<file path="config.mk">
export PLATFORM = sky130hd
export DESIGN_NAME = adaptive_shift_pacer
export DESIGN_NICKNAME = d
export VERILOG_FILES = /design/src/rtl/asp_pkg.sv /design/src/rtl/asp_nt_monitor.sv /design/src/rtl/asp_rate_sel.sv /design/src/rtl/asp_pace_div.sv /design/src/rtl/adaptive_shift_pacer.sv
export SDC_FILE = /design/constraint.sdc
export NUM_CORES = 1
export LEC_CHECK = 0
export BUFFER_PORTS_ARGS = -buffer_cell sky130_fd_sc_hd__buf_2
export CAP_MARGIN = 20
export CORE_ASPECT_RATIO = 0.5
export CORE_MARGIN = 2
export CORE_UTILIZATION = 45
export CTS_BUF_LIST = sky130_fd_sc_hd__clkbuf_4 sky130_fd_sc_hd__clkbuf_8 sky130_fd_sc_hd__clkbuf_16
export CTS_CLUSTER_SIZE = 14
export DETAILED_ROUTE_END_ITERATION = 10
export PLACE_DENSITY = 0.66
export REMOVE_ABC_BUFFERS = 1
export SLEW_MARGIN = 20
export SYNTH_ARGS = -nofsm -noshare
export SYNTH_HDL_FRONTEND = slang
export SYNTH_SLANG_ARGS = --single-unit
export TNS_END_PERCENT = 1
</file>
<file path="constraint.sdc">
create_clock -name clk -period 2.55 [get_ports clk]
set_input_delay 0.1275 -clock clk [delete_from_list [all_inputs] [get_ports clk]]
set_output_delay 0.1275 -clock clk [all_outputs]
set_load 0.01 [all_outputs]
</file>
<file path="src/rtl/asp_pkg.sv">
package asp_pkg;

   localparam int NUM_RATES = 4;
   localparam int RATIO_W   = 3;

   typedef logic [1:0] rate_idx_t;

   // slowest index (0) maps to the largest divide ratio
   function automatic logic [RATIO_W-1:0] idx_to_ratio(input rate_idx_t idx);
      return RATIO_W'(NUM_RATES) - RATIO_W'(idx);
   endfunction

endpackage

</file>
<file path="src/rtl/asp_nt_monitor.sv">
module asp_nt_monitor #(
   parameter int N     = 16,
   parameter int CNT_W = $clog2(N) + 1
) (
   input  logic             clk,
   input  logic             rst,
   input  logic             shift_i,
   input  logic             bit_i,
   output logic             scan_out_o,
   output logic [CNT_W-1:0] count_o,
   output logic [CNT_W-1:0] next_count_o
);

   logic [N-1:0] chain;
   logic [N-1:0] rst_pat;
   logic         enter_nt;
   logic         leave_nt;

   // all-transition start pattern: bit i = i mod 2
   for (genvar i = 0; i < N; i++) begin : g_pat
      assign rst_pat[i] = 1'(i % 2);
   end

   assign enter_nt = (bit_i == chain[0]);
   assign leave_nt = (chain[N-1] == chain[N-2]);

   always_comb begin
      next_count_o = count_o;
      if (shift_i) begin
         unique case ({enter_nt, leave_nt})
            2'b10:   next_count_o = count_o + 1'b1;
            2'b01:   next_count_o = count_o - 1'b1;
            default: next_count_o = count_o;
         endcase
      end
   end

   always_ff @(posedge clk) begin
      if (rst) begin
         chain   <= rst_pat;
         count_o <= '0;
      end else if (shift_i) begin
         chain   <= {chain[N-2:0], bit_i};
         count_o <= next_count_o;
      end
   end

   assign scan_out_o = chain[N-1];

   // the count can never exceed the number of adjacent pairs
   p_count_max_r5: assert property (@(posedge clk) disable iff (rst)
      count_o <= CNT_W'(N - 1));

   // simultaneous entering and leaving events cancel
   p_both_cancel_r5: assert property (@(posedge clk) disable iff (rst)
      (shift_i && enter_nt && leave_nt) |=> $stable(count_o));

   // one shift moves the count by at most one
   p_unit_step_r4: assert property (@(posedge clk) disable iff (rst)
      shift_i |=> (count_o == $past(count_o)) ||
                  (count_o == $past(count_o) + 1'b1) ||
                  (count_o == $past(count_o) - 1'b1));

   // no shift, no change in the count
   p_hold_r9: assert property (@(posedge clk) disable iff (rst)
      !shift_i |=> $stable(count_o));

   // the output takes the bit that sat one place before it
   p_advance_r8: assert property (@(posedge clk) disable iff (rst)
      shift_i |=> scan_out_o == $past(chain[N-2]));

endmodule

</file>
<file path="src/rtl/asp_rate_sel.sv">
module asp_rate_sel
   import asp_pkg::*;
#(
   parameter int N     = 16,
   parameter int CNT_W = $clog2(N) + 1
) (
   input  logic [CNT_W-1:0]   count_i,
   output rate_idx_t          idx_o,
   output logic [RATIO_W-1:0] ratio_o
);

   localparam int QUARTER = N / 4;
   localparam int Q_SH    = $clog2(QUARTER);

   if ((QUARTER & (QUARTER - 1)) == 0) begin : g_shift
      logic [CNT_W-1:0] steps;
      assign steps = count_i >> Q_SH;
      assign idx_o = (steps > CNT_W'(3)) ? rate_idx_t'(3) : rate_idx_t'(steps);
   end else begin : g_compare
      always_comb begin
         if (count_i >= CNT_W'(3 * QUARTER))      idx_o = 2'd3;
         else if (count_i >= CNT_W'(2 * QUARTER)) idx_o = 2'd2;
         else if (count_i >= CNT_W'(QUARTER))     idx_o = 2'd1;
         else                                     idx_o = 2'd0;
      end
   end

   assign ratio_o = idx_to_ratio(idx_o);

   // the ratio always lies within the four legal divisors
   always_comb begin
      p_ratio_range_r6: assert (ratio_o >= 3'd1 && ratio_o <= 3'd4);
   end

endmodule

</file>
<file path="src/rtl/asp_pace_div.sv">
module asp_pace_div
   import asp_pkg::*;
#(
   parameter int LEN_W = 16
) (
   input  logic               clk,
   input  logic               rst,
   input  logic               start_i,
   input  logic [LEN_W-1:0]   length_i,
   input  logic [RATIO_W-1:0] ratio_now_i,
   input  logic [RATIO_W-1:0] ratio_next_i,
   output logic               busy_o,
   output logic               done_o,
   output logic               shift_o
);

   logic [1:0]       phase;
   logic [LEN_W-1:0] remaining;

   assign shift_o = busy_o && (phase == 2'd0);

   always_ff @(posedge clk) begin
      if (rst) begin
         busy_o    <= 1'b0;
         done_o    <= 1'b0;
         phase     <= 2'd0;
         remaining <= '0;
      end else begin
         done_o <= 1'b0;
         if (!busy_o) begin
            if (start_i && (length_i != '0)) begin
               busy_o    <= 1'b1;
               remaining <= length_i;
               phase     <= 2'(ratio_now_i - 3'd1);
            end
         end else if (shift_o) begin
            if (remaining == LEN_W'(1)) begin
               busy_o    <= 1'b0;
               done_o    <= 1'b1;
               phase     <= 2'd0;
               remaining <= '0;
            end else begin
               remaining <= remaining - 1'b1;
               phase     <= 2'(ratio_next_i - 3'd1);
            end
         end else begin
            phase <= phase - 2'd1;
         end
      end
   end

   // pulses only inside a run
   p_shift_in_run_r2: assert property (@(posedge clk) disable iff (rst)
      shift_o |-> busy_o);

   // done is a single-cycle pulse outside a run
   p_done_pulse_r2: assert property (@(posedge clk) disable iff (rst)
      done_o |=> !done_o);
   p_done_idle_r2: assert property (@(posedge clk) disable iff (rst)
      done_o |-> !busy_o);

   // a request during a run leaves the bit budget untouched
   p_run_budget_r3: assert property (@(posedge clk) disable iff (rst)
      (busy_o && !shift_o) |=> remaining == $past(remaining));

   // a slower ratio leaves a gap after the pulse
   p_gap_r7: assert property (@(posedge clk) disable iff (rst)
      (shift_o && remaining != LEN_W'(1) && ratio_next_i > 3'd1) |=> !shift_o);

endmodule

</file>
<file path="src/rtl/adaptive_shift_pacer.sv">
module adaptive_shift_pacer
   import asp_pkg::*;
#(
   parameter int N     = 16,
   parameter int LEN_W = 16,
   localparam int CNT_W = $clog2(N) + 1
) (
   input  logic             clk,
   input  logic             rst,
   input  logic             start_i,
   input  logic [LEN_W-1:0] length_i,
   input  logic             scan_in_i,
   output logic             busy_o,
   output logic             done_o,
   output logic             shift_en_o,
   output logic             scan_out_o,
   output logic [1:0]       rate_idx_o,
   output logic [CNT_W-1:0] nt_count_o
);

   if (N < 8 || (N % 4) != 0) begin : g_bad_n
      $error("adaptive_shift_pacer: N must be a multiple of 4 and at least 8");
   end
   if (LEN_W < 1) begin : g_bad_len
      $error("adaptive_shift_pacer: LEN_W must be positive");
   end

   logic [CNT_W-1:0]   next_count;
   logic [RATIO_W-1:0] ratio_now;
   logic [RATIO_W-1:0] ratio_next;
   rate_idx_t          idx_now;
   rate_idx_t          idx_next;

   asp_nt_monitor #(.N(N), .CNT_W(CNT_W)) u_mon (
      .clk          (clk),
      .rst          (rst),
      .shift_i      (shift_en_o),
      .bit_i        (scan_in_i),
      .scan_out_o   (scan_out_o),
      .count_o      (nt_count_o),
      .next_count_o (next_count)
   );

   asp_rate_sel #(.N(N), .CNT_W(CNT_W)) u_sel_now (
      .count_i (nt_count_o),
      .idx_o   (idx_now),
      .ratio_o (ratio_now)
   );

   asp_rate_sel #(.N(N), .CNT_W(CNT_W)) u_sel_next (
      .count_i (next_count),
      .idx_o   (idx_next),
      .ratio_o (ratio_next)
   );

   asp_pace_div #(.LEN_W(LEN_W)) u_div (
      .clk          (clk),
      .rst          (rst),
      .start_i      (start_i),
      .length_i     (length_i),
      .ratio_now_i  (ratio_now),
      .ratio_next_i (ratio_next),
      .busy_o       (busy_o),
      .done_o       (done_o),
      .shift_o      (shift_en_o)
   );

   assign rate_idx_o = idx_now;

   // leaving reset selects the slowest rate
   p_reset_slow_r1: assert property (@(posedge clk) disable iff (rst)
      $past(rst) |-> (rate_idx_o == 2'd0 && !busy_o));

   // an accepted request starts a run
   p_accept_r2: assert property (@(posedge clk) disable iff (rst)
      (!busy_o && start_i && length_i != '0) |=> busy_o);

   // a zero-length request is ignored
   p_zero_len_r3: assert property (@(posedge clk) disable iff (rst)
      (!busy_o && length_i == '0) |=> !busy_o);

   // the rate index moves by at most one step per shift
   p_idx_step_r7: assert property (@(posedge clk) disable iff (rst)
      shift_en_o |-> (idx_next == idx_now || idx_next == idx_now + 2'd1 ||
                      idx_next == idx_now - 2'd1));

endmodule

</file>
# Word-level counts from Yosys, hierarchy flattened
# Index checks and enable logic that the tools add are counted.
# classes
muxes	17
mul	0
eq_ne	6
n_reduce_logical	9
add_sub_neg	8
bitwise	2
div	0
magnitude_cmp	2
shifts	0
# op_table
op	n
16-bit 2-to-1 mux	4
16-bit by 1-bit == test with 1-bit output, second input constant	1
16-bit nonzero test	1
16-bit by 1-bit subtractor with 16-bit output, second input constant	1
2-bit 2-to-1 mux	6
5-bit case mux with 2 select lines	1
3-bit by 2-bit greater-than comparator with 1-bit output, second input constant	2
2-bit by 1-bit subtractor with 2-bit output, second input constant	3
5-bit by 1-bit adder with 5-bit output, second input constant	1
1-bit 2-to-1 mux	5
5-bit 2-to-1 mux	1
5-bit by 1-bit subtractor with 5-bit output, second input constant	1
2-bit AND reduction	2
2-bit nonzero test	2
1-bit by 2-bit subtractor with 2-bit output, first input constant	2
3-bit OR reduction	1
1-bit == test	2
2-bit by 1-bit == test with 1-bit output, second input constant	1
2-bit == test, second input constant	1
1-bit logical AND	2
2-bit logical NOT	1
2-bit != test, second input constant	1
1-bit NOT	2
# totals
ram_bits	0
latchBits	0
inputBits	20
wordCells	51
out_inout_bits	11
n_memories	0
romBits	0
regBits	41

# Logic depth before layout (Yosys ltp)
# Gate-level depths: netlist (run 1).
# depth
word_depth	11
mapped_depth	11
ltp_nobuf	10

# Modules after synthesis
# A second synthesis (run 1) with hierarchy kept.
# unflattened
hier_cells	291
area_unflattened_um2	2546.2
# by_module_without_submodules
module	area_per_inst_um2	seq_area_each_um2	cells_each	n_inst
asp_pace_div	1450.1	400.4	177	1
asp_nt_monitor	1016.0	420.4	102	1
asp_rate_sel	40.0	0.0	6	2

# Worst setup path before layout (run 1)
# Ideal clock, no wire load.
# synth_timing
path_kind	reg2reg
startpoint	register u_mon.chain[15]
endpoint	register u_div.phase[0]
setup_time_ps	78
period_less_slack_ps	2334
t_arrival_ps	2257
required_time_ps	2472
path_buffers	1
path_stages_with_launch	10
slack_ps	216
cell_sequence	dfxtp_1 > xnor2_1 > ha_1 > clkbuf_1 > or4b_2 > o2bb2ai_1 > o21ai_0 > xor2_1 > a41oi_1 > nor3_1
# synth_via
elab_chain_len	11
word_cells_on_any_way	12
classes_between	2 x add/sub; 1 x order compare; 3 x eq/ne; 6 x mux
# synth_lines
element	line_no	rtl
from (decl)	asp_nt_monitor.sv:14	logic [N-1:0] chain;
from (signal assigned)	asp_nt_monitor.sv:40	chain <= rst_pat;
from (signal assigned)	asp_nt_monitor.sv:43	chain <= {chain[N-2:0], bit_i};
1-bit == test (*)	asp_nt_monitor.sv:25	assign leave_nt = (chain[N-1] == chain[N-2]);
2-bit by 1-bit == test with 1-bit output / 2-bit == test (equally long branches)	asp_nt_monitor.sv:30	unique case ({enter_nt, leave_nt})
5-bit case mux with 2 select lines (*)	asp_nt_monitor.sv:30	
5-bit 2-to-1 mux (*)	asp_nt_monitor.sv:29	if (shift_i) begin
3-bit by 2-bit greater-than comparator with 1-bit output	asp_rate_sel.sv:18	assign idx_o = (steps > CNT_W'(3)) ? rate_idx_t'(3) : rate_idx_t'(steps);
2-bit 2-to-1 mux (*)	asp_rate_sel.sv:18	
1-bit by 2-bit subtractor with 2-bit output (*)	asp_pkg.sv:10	return RATIO_W'(NUM_RATES) - RATIO_W'(idx);
2-bit by 1-bit subtractor with 2-bit output (*)	asp_pace_div.sv:44	phase <= 2'(ratio_next_i - 3'd1);
2-bit 2-to-1 mux (*)	asp_pace_div.sv:37	if (remaining == LEN_W'(1)) begin
2-bit 2-to-1 mux (*)	asp_pace_div.sv:36	end else if (shift_o) begin
2-bit 2-to-1 mux (*)	asp_pace_div.sv:30	if (!busy_o) begin
to (signal assigned)	asp_pace_div.sv:34	phase <= 2'(ratio_now_i - 3'd1);
to (signal assigned)	asp_pace_div.sv:44	
to (signal assigned)	asp_pace_div.sv:47	phase <= phase - 2'd1;
to (decl)	asp_pace_div.sv:17	logic [1:0] phase;
# Every way passes the cells marked *; elsewhere a longest branch is shown, timed or not.
# A chain may end at the register's enable or synchronous reset.

# Worst setup path in the final report (run 1)
# layout_timing
startpoint	register u_mon.chain[0]
endpoint	register u_div.phase[0]
# layout_via
elab_chain_len	11
word_cells_on_any_way	12
classes_between	2 x add/sub; 1 x order compare; 3 x eq/ne; 6 x mux
# layout_lines
element	line_no	rtl
1-bit == test (*)	asp_nt_monitor.sv:24	assign enter_nt = (bit_i == chain[0]);
2-bit by 1-bit == test with 1-bit output / 2-bit == test (equally long branches)	asp_nt_monitor.sv:30	
5-bit case mux with 2 select lines (*)	asp_nt_monitor.sv:30	
5-bit 2-to-1 mux (*)	asp_nt_monitor.sv:29	
3-bit by 2-bit greater-than comparator with 1-bit output	asp_rate_sel.sv:18	
2-bit 2-to-1 mux (*)	asp_rate_sel.sv:18	
1-bit by 2-bit subtractor with 2-bit output (*)	asp_pkg.sv:10	
2-bit by 1-bit subtractor with 2-bit output (*)	asp_pace_div.sv:44	
2-bit 2-to-1 mux (*)	asp_pace_div.sv:37	
2-bit 2-to-1 mux (*)	asp_pace_div.sv:36	
2-bit 2-to-1 mux (*)	asp_pace_div.sv:30	
# Marked as above.

==> results.txt, run 1 <==
After synthesis, the cell types taking the most area are dfxtp_1 37%, nand2_1 7.6%, nor2_1 4.9%. The largest total area in the synthesized netlist belongs to dfxtp_1. Setup violations remaining at the end of the flow were counted as 0.

The number of failing hold endpoints at the final stage was 0. For the worst setup path, the data arrival time is 2.59 ns. Using the TritonRoute via totals, the vias-per-cell ratio works out to 5.43.

The final layout net count came out at 340. The slowest stage cell on the critical path is or4b_2. The synthesis warning total came out at 0.

The proportion of power drawn by the clock network came out at 31.9%. The pin count of the biggest net entering global routing came out at 42. The switching share of total power came out at 30.8%. The most instantiated flip-flop cell in the synthesis netlist is dfxtp_1. The global route total overflow came out at 0.

The maximum vdd drop came out at 302 uV. Before CTS, the worst setup slack after placement is 0.0477 ns. The transition time at the pin with the least slew margin is 0.755 ns. The number of detailed-route iterations in the first pass came out at 5.

The startpoint identified for the worst hold timing path is scan_in_i. Of all nets on the critical path, the largest fanout is 8. The area taken by multi-input logic gates came out at 1330 um^2. The worst setup path is launched from a register.

Static timing analysis puts the maximum clock frequency at 421 MHz. The worst path uses 93.1% of the clock period. The power spent charging and discharging nets is 544 uW. The count of unique library cells instantiated by Yosys is 49.

STA classifies the critical path endpoint as a register. The number of standard-cell rows in the floorplan came out at 18. The number of global-route vias before repair came out at 1788.

The synthesized netlist devotes 5.12% of its cell area to XOR and XNOR gates. Counting cells, the worst reg-to-reg path comes to 8. The fraction of post-synthesis cell area in the top cell type by area is 36.9%. The total leakage power came out at 1.10 nW. Clock-pin slew was measured on the worst setup and hold paths at 0.08 ns. The sequential share of the synthesized area is 36.9%. The final instance count without filler cells is 385. The maximum level of the CTS H-tree came out at 2.

The initial antenna violation count came out at 0. The share of post-route cells with drive strength above 1 is 20.0%. The overall track demand over capacity in global routing came out at 20.4%.

The instance count along the most critical hold path is 3. The clock latency reported for the late side of the worst-skew pair is 0.30 ns. The worst hold path terminates at u_mon.chain[0]$_SDFFE_PP0P_. The clock drives 41 sinks. The path class of the tightest hold or removal check is in -> reg. The number of standard cells after synthesis came out at 285. The critical path goes through xor2_2, ha_4, or4b_2, o2bb2ai_1, o21ai_1, xor2_1, a41oi_1, nor3_1.

The worst-case clock buffer depth came out at 2. The startpoint of the worst register-to-register path is u_mon.chain[0]$_SDFFE_PP0P_. The share of synthesized cell area in full adder, half adder and majority cells is 3.37%. Detailed routing inserted a total of 2090 vias. The area fraction in compound gates after synthesis is 21.1%. Counting the fill cells in the layout gives 454. During I/O placement, the number of pins put on the boundary was 31.

The shortest period the worst path allows is 2.37 ns. The library cell used as clock root buffer is clkbuf_8. After synthesis the cells add up to 2230 um^2. The initial standard-cell utilization of the core came out at 46.0%. During placement, the flow inserted port buffers numbering 30. The horizontal die dimension is 103 um. The setup skew after layout is 0.00859 ns.

The cell-internal power came out at 1.22 mW. The core box area came out at 4840 um^2. The async set-or-reset flop fraction in the synthesized netlist came out at 0%. Hold is met by 0.102 ns. The number of antenna diodes in the final layout is 0.

The capture point of the worst reg-to-reg path is u_div.phase[0]$_SDFFE_PP0P_. Synthesis inferred 41 register bits. Counting flops with a built-in enable in the synthesized netlist gives 0. The number of hold-repair buffers added at the cts stage is 0.

The final setup TNS is 0 ns. The synthesized-area fraction occupied by and/or/nand/nor cells is 27.9%. The number of remaining DRC errors came out at 0. By startpoint and endpoint, the worst setup path is classified as reg -> reg. The fraction of synthesized area in multiplexers came out at 0.450%. Max-cap violations in this run came to 0.

The smallest setup slack after layout is 0.175 ns. In this design, the stage delay of the slowest critical-path cell is 0.60 ns. The buffer and inverter count on the worst path came out at 0.

The count of pins over their slew limit came to 0. The worst relative slew slack is 49.7%. The estimated wirelength of the detail-placed design came out at 3.65 mm. The clock tree from TritonCTS is yes.

By area, the combinational part of the netlist is dominated by simple AND/OR/NAND/NOR gates. The ratio of total power to cell area came out at 674 nW/um^2. At the end of routability-driven placement, the weighted congestion stood at 0.897.

The internal reg-to-reg setup slack is 0.18 ns. In the final layout, flip-flops and latches occupy 821 um^2. After detailed routing, the total wire length is 5.35 mm. Clock tree synthesis inserted a total of 5 buffers. The required arrival time at the worst endpoint came out at 2.77 ns. The die covers 5560 um^2. Dividing the synthesized area by the synthesized cell count gives 7.81 um^2. The DRC marker count from the first detailed-route iteration came out at 129.

The flow ran to the end, and the final reports show no timing, DRC or antenna violations. The post-synthesis to final-layout area growth came out at 17.8%. The number of nets still failing antenna checks after routing is 0.

The global-route wire length before repair came out at 8.58 mm. The placed cell count came out at 375. The kind of cell adding the most delay to the critical path is simple AND/OR/NAND/NOR gates. Dividing the detail-routed wire length by the instance count gives 13.9 um. The height of the die came out at 53.7 um. The part of the total power dissipated in combinational logic is 25.3%. Per report_power, the sequential group accounts for 42.8% of the total. The number of gates on the worst path with buffers counted came out at 8.
==> registers in the layout (all words and copies together), names as in the netlist <==
register / cells
u_div.remaining: 16
u_mon.chain: 16
u_mon.count_o: 5
u_div.phase: 2
u_div.busy_o: 1
u_div.done_o: 1
==> logic make-up after synthesis <==
group | after synthesis
muxes | 1
AOI/OAI and AO/OA | 70
xor gates and xnor gates | 13
and+or+nand+nor | 125
DFF | 41
adders and majority gates | 6
buffers and inverters | 29
==> power by group through the flow <==
stage / Sequential [mW] / Combinational (mW) / Clock, mW
5_1_grt: 0.767 / 0.502 / 0.610
6_report: 0.756 / 0.447 / 0.564
2_1_floorplan: 0.764 / 0.293 / 0
4_1_cts: 0.754 / 0.431 / 0.578
3_3_place_gp: 0.767 / 0.417 / 0
3_5_place_dp: 0.769 / 0.429 / 0
==> cell usage in the layout, fill, tap and decap left out, types with 7 or more instances in the layout <==
cell type / instances
nand3b_1: 8
nor2_1: 29
a211oi_1: 7
nand2_1: 45
xor2_1: 8
dfxtp_1: 41
inv_1: 10
o21ai_0: 17
buf_4: 10
a21oi_1: 18
buf_2: 30
nor3_1: 13
==> Yosys cell counts (all sizes together) (4+ instances only) <==
cell type	n
a211oi	8
a21oi	18
buf	5
clkbuf	13
dfxtp	41
ha	6
inv	10
nand2	45
nand3b	8
nor2	29
nor3	14
o21ai	19
or2	4
or4	7
xnor2	4
xor2	9
==> timing repair <==
action	4_1_cts	5_1_grt
gates resized for setup	0	7
endpoints found under the setup margin	0	3
buffers inserted	0	2
hold endpoints to repair	0	0
==> per-stage QoR <==
stage	cell area, um^2	power [mW]	utilization (%)
2_1_floorplan	2150	1.06	-
3_3_place_gp	2450	1.18	50.6
3_5_place_dp	2450	1.20	50.6
4_1_cts	2570	1.76	53.1
5_1_grt	2620	1.88	54.2
6_report	2620	1.77	54.2
==> layout make-up <==
type                    count  area share (%)
clock buffers               7            3.44
well taps                  70            3.34
inverters                  11            1.57
clock inverters             1            1.15
flip-flops and latches     41            31.3
repair buffers             40            8.59
multi-input cells         215            50.6
==> worst register-to-register path, stage by stage, from the launching register on <==
cell,delay [ns]
dfxtp_1,0.39
xor2_2,0.23
ha_4,0.22
or4b_2,0.60
o2bb2ai_1,0.16
o21ai_1,0.09
xor2_1,0.28
a41oi_1,0.15
nor3_1,0.19
==> metal layers <==
layer  vias up  share of wire (%)  GRT usage, %
met5         -                  0             0
met4         0               0.86          7.89
met3         6                3.5          4.94
met2        43                 44          30.1
met1       978                 51          28.8
li1       1063                  -             -
==> worst max path at each step <==
stage / startpoint / to
global placement: u_mon.chain[0]$_SDFFE_PP0P_ / u_div.phase[1]$_SDFFE_PP0P_
detailed placement: u_mon.chain[0]$_SDFFE_PP0P_ / u_div.phase[0]$_SDFFE_PP0P_
CTS: u_mon.chain[0]$_SDFFE_PP0P_ / u_div.phase[0]$_SDFFE_PP0P_
global route: u_mon.chain[0]$_SDFFE_PP0P_ / u_div.phase[0]$_SDFFE_PP0P_
floorplan: u_div.busy_o$_SDFF_PP0_ / u_div.remaining[6]$_SDFFE_PP0P_
finish: u_mon.chain[0]$_SDFFE_PP0P_ / u_div.phase[0]$_SDFFE_PP0P_
(Power assumes the default switching activity.)
==> run 2, diff against run 1 <==
- clock period: 2.55 -> 2.7 ns (I/O delays scaled with it)
==> results.txt, run 2 (synthesized netlist as in run 1, its figures left out) <==
The number of I/O pins is 31 (unchanged). The placed cell count came out at 375 (unchanged). The pin count of the biggest net entering global routing came out at 42 (unchanged).

The power spent charging and discharging nets came out at 505 uW (-7.3%). The smallest setup slack after layout came out at 0.277 ns (+0.102 ns). Setup repair after global routing left no endpoint under its margin.

The proportion of power drawn by the clock network came out at 31.6% (-0.3 points). The number of standard-cell rows in the floorplan came out at 18 (unchanged). The final estimated routing congestion in global placement came out at 0.903 (+0.68%).

The number of nets still failing antenna checks after routing came to 0 (unchanged). The highest achievable clock rate came out at 413 MHz (-2.0%). The estimated wirelength of the detail-placed design came to 3.68 mm (+0.82%).

The buffers inserted during post-CTS setup optimization came out at 0 (unchanged). The setup skew after layout is 0.0175 ns (+0.00889 ns). The mean number of vias per cell is 5.41 (-0.30%). The final layout net count came out at 338 (-0.59%). The total leakage power came to 1.08 nW (-2.0%). The DRC marker count from the first detailed-route iteration came out at 108 (-16%). The shortest period the worst path allows is 2.42 ns (+0.0480 ns). In the final layout, the registers with the most flip-flops are u_div.remaining: 16 flops, u_mon.chain: 16 flops, u_mon.count_o: 5 flops.

The worst hold path class is in -> reg. The share of post-route cells with drive strength above 1 is 18.2% (-1.8 points). The number of remaining DRC errors is 0 (unchanged). The number of buffers created by CTS came out at 5 (unchanged). The number of global-route vias before repair is 1764 (-1.3%). The part of the total power dissipated in combinational logic came out at 24.7% (-0.6 points). The area of the die came out at 5560 um^2 (unchanged).

The library cell used most frequently in the layout, excluding fill and tap cells, is nand2_1. The cell-internal power came out at 1.13 mW (-7.3%). The largest driver fanout on the critical path is 8 (unchanged).

The sink count of the clock tree was 41 (unchanged). The worst setup path is launched from a register. The sequential share of power came out at 43.7% (+0.9 points). The number of input and output port buffers inserted came to 30 (unchanged).

The worst setup path is of the reg -> reg kind. The final standard cell utilization of the core is 53.1% (-1.0 points). The maximum vdd drop is 332 uV (+9.7%). The number of diodes is 0 (unchanged). The initial antenna violation count came out at 0 (unchanged). The number of failing hold endpoints at the final stage is 0 (unchanged). The internal reg-to-reg setup slack is 0.28 ns (+0.10 ns). The post-route fraction of the period consumed by the critical path is 89.7% (-3.4 points). The clock latency reported for the late side of the worst-skew pair is 0.30 ns (about the same). The via count of the routed design came out at 2073 (-0.81%). The setup violation total in the final timing report came out at 0 (unchanged). STA classifies the critical path endpoint as a register. From synthesis to final layout, the design area changed by 15.6%. The flow ran to the end, and the final reports show no timing, DRC or antenna violations. The number of max-cap violations is 0 (unchanged). The final setup TNS is 0 ns (unchanged).

The switching share of total power is 30.8% (about the same). The core box area is 4840 um^2 (unchanged). The required arrival time at the worst endpoint came out at 2.91 ns (+0.14 ns). The ratio of total power to cell area is 637 nW/um^2 (-5.5%). The average wire per cell in the routed design came out at 13.6 um (-2.5%). The number of hold-repair buffers added at the cts stage came out at 0 (unchanged).

The final instance count without filler cells is 383 (-0.52%). The global route total overflow is 0 (unchanged). The root buffer cell chosen for the clock tree is clkbuf_8.

TritonCTS built the clock tree. The initial standard-cell utilization of the core was 46.0% (unchanged). The overall track demand over capacity in global routing is 20.0% (-0.37 points). The library cells used most frequently in the layout, excluding fill and tap cells, are 45 x nand2_1, 41 x dfxtp_1, 30 x buf_2. The final routed wirelength across all metal layers came out at 5.19 mm (-3.0%). The clock-pin slew of the registers on the worst-case setup and hold paths came out at 0.08 ns (about the same). The worst relative slew slack was 50.2% (+0.54 points). The placement-stage worst setup slack came out at 0.242 ns (+0.194 ns).

The transition time at the pin with the least slew margin came out at 0.747 ns (-0.00812 ns). The horizontal die dimension is 103 um (unchanged). The maximum level of the CTS H-tree is 2 (unchanged). The worst-case clock buffer depth came out at 2 (unchanged).

The height of the die is 53.7 um (unchanged). The global-route wire length before repair came out at 8.45 mm (-1.5%). The count of pins over their slew limit is 0 (unchanged).

The number of detailed-route iterations in the first pass came out at 4 (-1). The critical path arrival came out at 2.63 ns (+0.04 ns). The fill cell total of the finished layout came out at 455 (+0.22%).
run 2: cell count changes in the layout (fill, tap and decap cells not counted), sizes merged:
| cell | delta |
|---|---|
| clkinvlp | +1 |
| buf | -2 |
| clkbuf | -1 |
run 2: path summary, 6_finish.rpt:
path / cells after the start / startpoint / endpoint
worst max register to register: 8 / u_mon.chain[0]$_SDFFE_PP0P_ / u_div.phase[1]$_SDFFE_PP0P_
worst min register to register: 2 / u_mon.chain[11]$_SDFFE_PP1P_ / u_mon.chain[12]$_SDFFE_PP0P_
worst min-delay path: 3 / scan_in_i / u_mon.chain[0]$_SDFFE_PP0P_
worst max-delay path: 8 / u_mon.chain[0]$_SDFFE_PP0P_ / u_div.phase[1]$_SDFFE_PP0P_
run 2: power by group through the flow:
| stage | Sequential [mW] | Combinational (mW) | Clock, mW |
|---|---|---|---|
| global route | 0.726 | 0.455 | 0.552 |
| detailed placement | 0.729 | 0.398 | 0 |
| global placement | 0.727 | 0.390 | 0 |
| CTS | 0.715 | 0.401 | 0.530 |
| floorplan | 0.722 | 0.277 | 0 |
| finish | 0.717 | 0.404 | 0.518 |
run 2: layer usage:
layer | vias up | wire length [um] | track usage (%)
li1 | 1063 | - | -
met1 | 958 | 2680 | 28.5
met2 | 46 | 2140 | 29.6
met3 | 6 | 298 | 5.06
met4 | 0 | 72 | 6.58
met5 | - | 0 | 0
run 2: per-stage QoR:
stage | hold WS [ns] | total power, mW | cell area (um^2)
6_report | 0.101 | 1.64 | 2570
5_1_grt | 0.111 | 1.73 | 2570
4_1_cts | 0.0942 | 1.65 | 2570
3_5_place_dp | 0.404 | 1.13 | 2450
3_3_place_gp | 0.398 | 1.12 | 2450
2_1_floorplan | 0.200 | 0.999 | 2150
run 2: layout make-up:
cell class                 instances  area (um^2)  area share [%]
clock inverter                     2         37.5            1.46
timing repair buffer              38          210            8.17
tap                               70         87.6            3.40
sequential                        41          821            31.9
multi-input combinational        215         1290            50.2
clock buffer                       6         82.6            3.21
inverter                          11         41.3            1.61
run 2: worst max-delay path: stages (launching register included):
cell	delay [ns]
dfxtp_1	0.36
xor2_1	0.22
ha_2	0.31
or4b_2	0.59
o2bb2ai_1	0.16
o21ai_0	0.10
xor2_1	0.24
a41oi_1	0.15
nor3_1	0.19
run 2: what timing repair did:
action,CTS,global route
hold endpoints to repair,0,0
endpoints found under the setup margin,0,1
gates resized for setup,0,1
==> run 3, diff against run 2 <==
- CORE_MARGIN: 2 -> not set
- PLACE_DENSITY: 0.66 -> 0.65
- SYNTH_HIERARCHICAL: not set -> 1
==> results.txt, run 3 <==
The flow ran to the end, but the final reports show violations. The checks that failed: negative setup slack. The core box area is 5180 um^2 (+7.0%). The worst hold margin came out at 0.130 ns (+0.0295 ns). The sink count of the clock tree came to 41 (unchanged). The worst-case clock buffer depth is 2 (unchanged). The number of diodes is 0 (unchanged). The number of max-cap violations was 0 (unchanged).

The share of post-route cells with drive strength above 1 came out at 27.9% (+9.7 points). The setup violation total in the final timing report came out at 1 (+1). The worst hold path class is in -> reg. The global route total overflow is 0 (unchanged). STA classifies the critical path endpoint as a register.

The area of the die is 5970 um^2 (+7.3%). The estimated wirelength of the detail-placed design came to 4.12 mm (+12%). The final standard cell utilization of the core was 58.0% (+4.9 points). The transition time at the pin with the least slew margin came out at 0.702 ns (-0.0448 ns). The clock tree from TritonCTS is yes. The final estimated routing congestion in global placement came out at 0.816 (-9.6%).

The routing usage on met1 is 26.8% (-1.7 points). The overall track demand over capacity in global routing came to 21.4% (+1.3 points). The met2 routing resource usage after global routing was 35.5% (+5.9 points). The area taken by multi-input logic gates is 1600 um^2 (+24%). The number of global-route vias before repair is 1970 (+12%). The number of input and output port buffers inserted came out at 30 (unchanged).

The number of nets still failing antenna checks after routing came to 0 (unchanged). The highest achievable clock rate is 367 MHz (-11%). The summed area of non-filler cells in the final layout came out at 3010 um^2 (+17%). Setup repair after global routing could not meet its margin everywhere.

The number of I/O pins came out at 31 (unchanged). The setup skew after layout was 0.0129 ns (-0.00460 ns). The smallest setup slack after layout came out at -0.0239 ns (-0.301 ns).

The final layout net count came out at 357 (+5.6%). The mean number of vias per cell came out at 5.66 (+4.6%). The synthesis warning total came out at 6 (+6). The clock-pin slew of the registers on the worst-case setup and hold paths is 0.07 ns (about the same). The height of the die is 55.1 um (+2.6%). The final routed wirelength across all metal layers is 5.92 mm (+14%). The initial antenna violation count came to 0 (unchanged). STA classifies the critical path startpoint as a register. The maximum vdd drop came to 334 uV (+0.84%). The number of remaining DRC errors came out at 0 (unchanged).

The horizontal die dimension was 108 um (+4.6%). The largest registers in the layout are u_div/remaining: 16 flops, u_mon/chain: 16 flops, u_mon/count_o: 5 flops. In the layout the commonest cells are 38 x dfxtp_1, 30 x buf_2, 24 x nor2_1. The via count of the routed design came out at 2264 (+9.2%). The library cell used as clock root buffer is clkbuf_16. The met3 global-route usage is 5.62% (+0.56 points). The fill cell total of the finished layout came out at 476 (+4.6%). The initial standard-cell utilization of the core came to 49.0% (+3.1 points). Leaving out fill and tap cells, the most frequent cell in the layout is dfxtp_1.

The synthesized cell area is 2540 um^2 (+14%). The number of standard-cell rows in the floorplan came to 18 (unchanged). The number of buffers created by CTS came out at 5 (unchanged). The post-synthesis to final-layout area growth came out at 18.4%. The critical path arrival is 2.94 ns (+0.31 ns).

The maximum level of the CTS H-tree came out at 2 (unchanged). The number of standard cells after synthesis is 290 (+1.8%). The required arrival time at the worst endpoint came out at 2.92 ns (about the same). The post-route fraction of the period consumed by the critical path came to 101% (+11 points).

The largest driver fanout on the critical path is 3 (-5). The mean post-synth cell area is 8.76 um^2 (+12%). The global-route wire length before repair came to 9.40 mm (+11%). The shortest period the worst path allows is 2.72 ns (+0.301 ns).

The ratio of total power to cell area is 618 nW/um^2 (-2.9%). The kind of critical path is reg -> reg. The placed cell area is 2780 um^2 (+14%). The average wire per cell in the routed design came out at 14.8 um (+9.2%).

The DRC marker count from the first detailed-route iteration came to 112 (+3.7%). The clock latency reported for the late side of the worst-skew pair came out at 0.30 ns (about the same). After global routing, the most crowded layer is met2.

The number of detailed-route iterations in the first pass came to 4 (unchanged). The number of failing hold endpoints at the final stage was 0 (unchanged). The sequential cell area in the final layout is 825 um^2 (+0.46%).

The placement-stage worst setup slack is -0.276 ns (-0.518 ns). The count of pins over their slew limit came to 0 (unchanged). The pin count of the biggest net entering global routing was 34 (-19%).

The worst relative slew slack is 52.9% (+2.7 points). The total leakage power is 1.24 nW (+14%).
[run 3: cell count changes in the layout (fill, tap and decap cells not counted), moves of 6 or more]
cell,before,now
mux2i_1,1,9
nand2_1,45,17
nor3_1,13,5
clkbuf_8,6,0
nor2b_1,3,15
a211o_1,0,8
buf_4,8,16
nand3b_1,8,0
[run 3: timing repair]
action                     4_1_cts  5_1_grt
resized for setup               11        1
pin swaps                       10        1
hold buffers                     0        0
setup buffers                    3        0
hold endpoints to repair         0        0
setup endpoints to repair        2        1
[run 3: path summary, 6_finish.rpt]
kind / from / endpoint / slack, ns / cells past startpoint
setup / recovery: u_mon/chain[14]$_SDFFE_PP0P_ / u_div/phase[1]$_SDFFE_PP0P_ / -0.02 / 13
hold / removal: scan_in_i / u_mon/chain[0]$_SDFFE_PP0P_ / 0.13 / 3
setup reg to reg: u_mon/chain[14]$_SDFFE_PP0P_ / u_div/phase[1]$_SDFFE_PP0P_ / -0.02 / 13
hold reg to reg: u_mon/chain[6]$_SDFFE_PP0P_ / u_mon/chain[7]$_SDFFE_PP1P_ / 0.46 / 1
[run 3: critical path: stages (launching register included)]
cell       delay, ns
dfxtp_2         0.33
xnor2_2         0.18
ha_2            0.21
xor2_1          0.14
ha_2            0.24
nor4bb_4        0.22
a2111oi_2       0.08
a211oi_2        0.21
xor2_1          0.24
nor2_1          0.07
ha_1            0.30
xnor2_1         0.13
a31oi_1         0.09
a211oi_1        0.18
[run 3: area by class of cell]
cell class	count	area share, %
multi-input cells	220	53.2
flip-flops and latches	41	27.4
repair buffers	47	9.36
clock buffers	5	4.16
well taps	70	2.91
inverters	14	2.21
clock inverters	3	0.749
[run 3: per-layer routing]
metal	share of wire, %	wire length [um]	vias to the layer above
met5	0	0	-
li1	-	-	1128
met2	45	2650	45
met3	5.2	309	6
met1	49	2880	1085
met4	1.3	77	0
[run 3: where the power goes]
group	switching (mW)	leakage, nW	internal (mW)
clock	0.268	0.0738	0.344
combinational	0.290	0.824	0.234
sequential	0.0530	0.338	0.669
total	0.612	1.24	1.25
[run 3: metrics by stage]
stage	cells	power [mW]	TNS, ns
5_1_grt	400	1.95	-0.297
3_3_place_gp	389	1.22	-0.115
2_1_floorplan	275	1.09	-0.220
3_5_place_dp	389	1.24	-0.276
6_report	400	1.86	-0.0239
4_1_cts	400	1.87	-0.0486
